$ cat src/rtl/icc_pkg.sv
// Shared definitions for the instruction cycle controller.
// Assumes a 16-bit instruction word with a 4-bit opcode at the top.
package icc_pkg;

    localparam logic [3:0] OP_NOP   = 4'd0;
    localparam logic [3:0] OP_LOAD  = 4'd1;
    localparam logic [3:0] OP_STORE = 4'd2;
    localparam logic [3:0] OP_ADD   = 4'd3;
    localparam logic [3:0] OP_JUMP  = 4'd4;

    typedef enum logic [3:0] {
        S_FETCH_A,   // program counter -> address register
        S_FETCH_M,   // instruction read in flight
        S_LOAD_IR,   // data buffer -> instruction register
        S_IND_A,     // operand pointer -> address register
        S_IND_M,     // pointer read in flight
        S_EXEC_A,    // effective address -> address register
        S_EXEC_RD,   // operand read in flight
        S_EXEC_OP,   // accumulator update
        S_EXEC_WR,   // store write in flight
        S_CHECK,     // end of execute, interrupt sample point
        S_INT_A,     // program counter -> data buffer, stack pointer -> address
        S_INT_WR     // push write in flight
    } state_e;

endpackage

$ cat src/rtl/icc_fsm.sv
// Subcycle sequencer. Walks fetch, optional indirect, execute and
// interrupt subcycles. Assumes the memory raises ready for one cycle
// per access, and that opcodes outside the assigned set act as no-ops.
module icc_fsm
    import icc_pkg::*;
(
    input  logic       clk,
    input  logic       rst_n,
    input  logic       mem_ready,
    input  logic       irq,
    input  logic       irq_en,
    input  logic       mbr_ind,
    input  logic [3:0] ir_op,
    output state_e     st
);

    state_e st_nxt;

    // Next-state selection for every subcycle.
    always_comb begin
        st_nxt = st;
        unique case (st)
            S_FETCH_A: st_nxt = S_FETCH_M;
            S_FETCH_M: if (mem_ready) st_nxt = S_LOAD_IR;
            S_LOAD_IR: st_nxt = mbr_ind ? S_IND_A : S_EXEC_A;
            S_IND_A:   st_nxt = S_IND_M;
            S_IND_M:   if (mem_ready) st_nxt = S_EXEC_A;
            S_EXEC_A: begin
                if (ir_op == OP_LOAD || ir_op == OP_ADD) st_nxt = S_EXEC_RD;
                else if (ir_op == OP_STORE)              st_nxt = S_EXEC_WR;
                else                                     st_nxt = S_CHECK;
            end
            S_EXEC_RD: if (mem_ready) st_nxt = S_EXEC_OP;
            S_EXEC_OP: st_nxt = S_CHECK;
            S_EXEC_WR: if (mem_ready) st_nxt = S_CHECK;
            S_CHECK:   st_nxt = (irq && irq_en) ? S_INT_A : S_FETCH_A;
            S_INT_A:   st_nxt = S_INT_WR;
            S_INT_WR:  if (mem_ready) st_nxt = S_FETCH_A;
            default:   st_nxt = S_FETCH_A;
        endcase
    end

    // State register with synchronous active-low reset.
    always_ff @(posedge clk) begin
        if (!rst_n) st <= S_FETCH_A;
        else        st <= st_nxt;
    end

endmodule

$ cat src/rtl/icc_regs.sv
// Data path registers: program counter, address register, data buffer,
// instruction register, accumulator, stack pointer and interrupt enable.
// Assumes AW <= DW-5 so the address field fits below the indirect bit.
module icc_regs
    import icc_pkg::*;
#(
    parameter int          DW       = 16,
    parameter int          AW       = 11,
    parameter logic [AW-1:0] RESET_PC = '0,
    parameter logic [AW-1:0] SP_INIT  = '1,
    parameter logic [AW-1:0] IRQ_VEC  = AW'(256)
) (
    input  logic          clk,
    input  logic          rst_n,
    input  state_e        st,
    input  logic          mem_ready,
    input  logic [DW-1:0] mem_rdata,
    output logic [AW-1:0] mar,
    output logic [DW-1:0] mbr,
    output logic [DW-1:0] ir,
    output logic          irq_en
);

    localparam int OP_LO   = DW - 4;
    localparam int IND_BIT = DW - 5;

    logic [AW-1:0] pc;
    logic [AW-1:0] sp;
    logic [DW-1:0] acc;
    logic [3:0]    op;
    logic [AW-1:0] ea;

    // Operand address: pointer word for indirect mode, field otherwise.
    always_comb begin
        op = ir[DW-1:OP_LO];
        ea = ir[IND_BIT] ? mbr[AW-1:0] : ir[AW-1:0];
    end

    // Register transfers performed in each subcycle.
    always_ff @(posedge clk) begin
        if (!rst_n) begin
            pc     <= RESET_PC;
            sp     <= SP_INIT;
            mar    <= '0;
            mbr    <= '0;
            ir     <= '0;
            acc    <= '0;
            irq_en <= 1'b1;
        end else begin
            case (st)
                S_FETCH_A: mar <= pc;
                S_FETCH_M: if (mem_ready) begin
                    mbr <= mem_rdata;
                    pc  <= pc + AW'(1);
                end
                S_LOAD_IR: ir <= mbr;
                S_IND_A:   mar <= ir[AW-1:0];
                S_IND_M:   if (mem_ready) mbr <= mem_rdata;
                S_EXEC_A: begin
                    mar <= ea;
                    if (op == OP_STORE) mbr <= acc;
                    if (op == OP_JUMP)  pc  <= ea;
                end
                S_EXEC_RD: if (mem_ready) mbr <= mem_rdata;
                S_EXEC_OP: acc <= (op == OP_LOAD) ? mbr : acc + mbr;
                S_INT_A: begin
                    mbr    <= DW'(pc);
                    mar    <= sp;
                    irq_en <= 1'b0;
                end
                S_INT_WR: if (mem_ready) begin
                    sp <= sp - AW'(1);
                    pc <= IRQ_VEC;
                end
                default: ;
            endcase
        end
    end

endmodule

$ cat src/rtl/icc_core.sv
// Top of the instruction cycle controller. Joins the sequencer and the
// register file and derives the memory strobes from the subcycle.
// Assumes one outstanding memory access at a time.
module icc_core
    import icc_pkg::*;
#(
    parameter int          DW       = 16,
    parameter int          AW       = 11,
    parameter logic [AW-1:0] RESET_PC = '0,
    parameter logic [AW-1:0] SP_INIT  = '1,
    parameter logic [AW-1:0] IRQ_VEC  = AW'(256)
) (
    input  logic          clk,
    input  logic          rst_n,
    output logic [AW-1:0] mem_addr,
    output logic          mem_rd,
    output logic          mem_wr,
    output logic [DW-1:0] mem_wdata,
    input  logic [DW-1:0] mem_rdata,
    input  logic          mem_ready,
    input  logic          irq,
    output logic          irq_en
);

    state_e        st;
    logic [AW-1:0] mar;
    logic [DW-1:0] mbr;
    logic [DW-1:0] ir;

    icc_fsm u_fsm (
        .clk       (clk),
        .rst_n     (rst_n),
        .mem_ready (mem_ready),
        .irq       (irq),
        .irq_en    (irq_en),
        .mbr_ind   (mbr[DW-5]),
        .ir_op     (ir[DW-1:DW-4]),
        .st        (st)
    );

    icc_regs #(
        .DW       (DW),
        .AW       (AW),
        .RESET_PC (RESET_PC),
        .SP_INIT  (SP_INIT),
        .IRQ_VEC  (IRQ_VEC)
    ) u_regs (
        .clk       (clk),
        .rst_n     (rst_n),
        .st        (st),
        .mem_ready (mem_ready),
        .mem_rdata (mem_rdata),
        .mar       (mar),
        .mbr       (mbr),
        .ir        (ir),
        .irq_en    (irq_en)
    );

    // Memory port: address and data come from the holding registers.
    always_comb begin
        mem_addr  = mar;
        mem_wdata = mbr;
        mem_rd    = (st == S_FETCH_M) || (st == S_IND_M) || (st == S_EXEC_RD);
        mem_wr    = (st == S_EXEC_WR) || (st == S_INT_WR);
    end

endmodule

$ cat config.mk
export PLATFORM = sky130hd
export DESIGN_NAME = icc_core
export DESIGN_NICKNAME = d
export VERILOG_FILES = /design/src/rtl/icc_pkg.sv /design/src/rtl/icc_fsm.sv /design/src/rtl/icc_regs.sv /design/src/rtl/icc_core.sv
export SDC_FILE = /design/constraint.sdc
export NUM_CORES = 1
export LEC_CHECK = 0
export BUFFER_PORTS_ARGS = -buffer_cell sky130_fd_sc_hd__buf_2
export CORE_ASPECT_RATIO = 1.4
export CORE_MARGIN = 4
export CORE_UTILIZATION = 57
export DETAILED_ROUTE_END_ITERATION = 8
export GPL_TIMING_DRIVEN = 0
export PLACE_DENSITY = 0.77
export SYNTH_ARGS = -nofsm -noshare
export SYNTH_HDL_FRONTEND = slang
export SYNTH_SLANG_ARGS = --single-unit
$ cat constraint.sdc
create_clock -name clk -period 3.55 [get_ports clk]
set_input_delay 1.065 -clock clk [delete_from_list [all_inputs] [get_ports clk]]
set_output_delay 1.065 -clock clk [all_outputs]
set_load 0.01 [all_outputs]
==> impl_metrics.csv <==
group,metric,value,unit
floorplan,fp.dieArea,0.0106,sq mm
place,gp_congestion,0.927,
yosys,netlist_area,0.00515,sq mm
yosys,syn_avg_cell_area,7.79,sq um
global_routing,antenna_found_initial,0,
worst_setup_path,rrSetupSlack,0.87,ns
global_routing,track_usage,0.312,
timing,setup_viol,0,
power,comb_power_share,0.431,
layout,drive_above_1_share,0.139,
layout,final_util,0.671,
place,place.detailed.hpwl,12000,um
drt,drtAntennaViolNets,0,
timing,slew_viol_final,0,
drt,first_pass_iters,5,
clock_tree,cts.clk_slew.worst_paths,0.07,ns
yosys,synth_async_sr_flop_share,0,
floorplan,core,0.00871,sq mm
clock_tree,cts_buffers,9,
yosys,syn_nets,699,
yosys,ys_seq_area_frac,0.334,
place,port_buffers,48,
clock_tree,ctsResizeCount,0,
worst_setup_path,endpoint_kind,"primary output",
timing,setup_ws,0.304,ns
layout,diodes,0,
drt,drc,0,
timing,relSlewSlack,0.253,
power,switching_share,0.435,
yosys,ys.flop_type,"dfxtp_1",
worst_setup_path,crit_fanout,10,
job,max_cap_viol_count,0,
clock_tree,cts_max_level,3,
floorplan,initial_utilization,0.592,
timing,rsz0062_at_grt,"false",
clock_tree,cts_tree,"built",
power,power_per_cell_area,731,mW/mm^2
yosys,ys_ff_latch,86,
layout,fillCellCount,762,
clock_tree,clkSinkCount,86,
drt,route.vias.total,5399,
layout,final_cell_mix,"101 x nand2_1, 86 x dfxtp_1, 71 x a21oi_1",
hold_path,min_path_type,"reg2reg",
yosys,synth_top_area_frac,0.334,
worst_setup_path,slowest_delay,0.42,ns
yosys,synth-edff-count,0,
drt,wl,16200,um
clock_tree,hold_buffers,0,
worst_setup_path,path_class,"reg2out",
worst_setup_path,r2r.worst_path.cells,7,
power,p_sw,1860,uW
place,dp_worst_setup_slack,0.677,ns
status,status,"finished, final reports clean",
timing,period_share,0.914,
floorplan,row_count,40,
clock_tree,cts_setup_buffers,0,
timing,finalClockSkew,0.00798,ns
worst_setup_path,crit_arrival,2.18,ns
worst_setup_path,path_buf_inv,3,
power,p_clk_frac,0.244,
drt,wl_per_cell,19.5,um
yosys,synth.area.top_cells,"dfxtp_1 33%, nand2_1 7.4%, a21oi_1 6.9%",
worst_setup_path,critPathSlowestCell,"or3_1",
clock_tree,worstSkewPairLatency,0.35,ns
clock_tree,root_buffer,"clkbuf_16",
floorplan,ios,50,
layout,fin_nets,758,
floorplan,die_w,88.3,um
yosys,ys_types,62,
yosys,yosysWarnings,0,
global_routing,grt_max_degree,15,
timing,tightestPinTransition,1.11,ns
layout,syn2layout_area_growth,13.5,%
power,leakage,0.00220,uW
global_routing,grt_pass1_vias,5210,
worst_setup_path,critPathTopFamily,"buffers and inverters",
clock_tree,cts_buffer_depth,2,
global_routing,grt_pass1_wl,26000,um
drt,routed_via_density,6.50,
global_routing,gr-total-overflow,0,
power,irDropWorstVdd,0.427,mV
yosys,synthCells,661,
power,p_int,2420,uW
worst_setup_path,required,2.48,ns
yosys,post-synth-top-area-cell,"dfxtp_1",
timing,hold_viol,0,
worst_setup_path,startpoint_type,"register",
worst_setup_path,cp_cell_sequence,"inv_2 -> or3_1 -> a21oi_4 -> clkbuf_1 -> buf_2",
floorplan,dieHeight,120,um
power,power,4280,uW
hold_path,hold_path_depth,2,
timing,period_minus_slack,3.25,ns
power,share_seq_of_total_power,0.324,
worst_setup_path,crit_cells,5,
layout,final_common_cell,"nand2_1",
timing,fmax,0.308,GHz
drt,drt_iter0_markers,648,
timing,setup_tns,0,ns
[through the flow]
step / instances / instance area [sq um] / hold slack (ns)
finish: 830 / 5850 / 0.451
global route: 830 / 5850 / 0.479
CTS: 830 / 5850 / 0.452
detailed placement: 814 / 5520 / 0.443
global placement: 814 / 5520 / 0.441
floorplan: 661 / 5150 / 0.447
[kinds of logic after synthesis]
group / Yosys count / share of synthesized area
XOR/XNOR: 14 / 0.0238
flip-flops: 86 / 0.334
multiplexers: 16 / 0.0313
AO/OA/AOI/OAI: 217 / 0.291
adder cells (fa/ha/maj): 18 / 0.0452
AND/OR/NAND/NOR: 252 / 0.227
buffers and inverters: 58 / 0.0476
[worst paths after layout]
path | from | to
max | u_fsm.st[0] | mem_rd
min | u_regs.mar[6] | u_regs.mar[6]
max reg2reg | u_regs.mbr[4] | u_regs.acc[13]
min reg2reg | u_regs.mar[6] | u_regs.mar[6]
[synth_stat cells (2+ instances only)]
master and instances:
buf_2 7, nor3b_1 7, a211oi_1 9, o22ai_1 3, nor3_1 14, and3_1 8
a31o_2 3, xnor2_1 10, a31oi_1 6, o32ai_1 3, mux2i_1 15, nand3_1 16
a311oi_1 7, o221ai_1 3, a22oi_1 17, nor2b_1 4, a221o_1 2, nor2_1 62
clkbuf_1 32, ha_1 17, buf_4 5, dfxtp_1 86, a21oi_1 71, o21ai_0 40
a21o_1 8, nand4_1 5, inv_1 10, or3_1 8, xor2_1 4, a311oi_2 9
and2_1 5, nand4b_1 2, o31ai_1 2, o211ai_1 5, a211oi_2 5, nor4_1 3
buf_1 3, a221oi_1 9, nand2_1 101, a32o_1 5, nand2b_1 8, o21bai_1 2
[power by group through the flow]
stage / Combinational [uW] / Clock, uW / Sequential (uW)
final: 1850 / 1050 / 1390
after global routing: 2030 / 1080 / 1400
after CTS: 1820 / 1040 / 1370
after detailed placement: 1820 / 0 / 1390
after global placement: 1780 / 0 / 1380
after floorplan: 1300 / 0 / 1340
[layer usage]
layer	GRT usage	wire, um	vias to the layer above
met2	0.540	8270	275
li1	-	-	2542
met4	0.152	688	0
met3	0.0470	972	72
met1	0.368	6250	2510
met5	0	0	-
[final cells by class]
type                    instances  area [sq um]  share of cell area
inverters                      11          41.3             0.00706
repair buffers                 48           240              0.0411
multi-input cells             517          3180               0.545
clock buffers                  11           243              0.0415
clock inverters                 5          81.3              0.0139
plain buffers                  47           204              0.0349
flip-flops and latches         86          1720               0.294
well taps                     105           131              0.0225
[worst reg2reg max path: stages (launching register included)]
cell and delay (ns):
dfxtp_1 0.49, ha_1 0.35, a21oi_1 0.31, a31o_2 0.26, a21oi_1 0.11, a2111oi_0 0.73
mux2i_1 0.27, nor2_1 0.06
[sequential cells by signal, summed over array words and instances (netlist names)]
name and flops:
u_regs.acc 16, u_regs.mbr 16, u_regs.mar 11, u_regs.irq_en 1, u_regs.sp 11, u_regs.ir 16, u_fsm.st 4, u_regs.pc 11
Power figures use the tool's default switching activity.
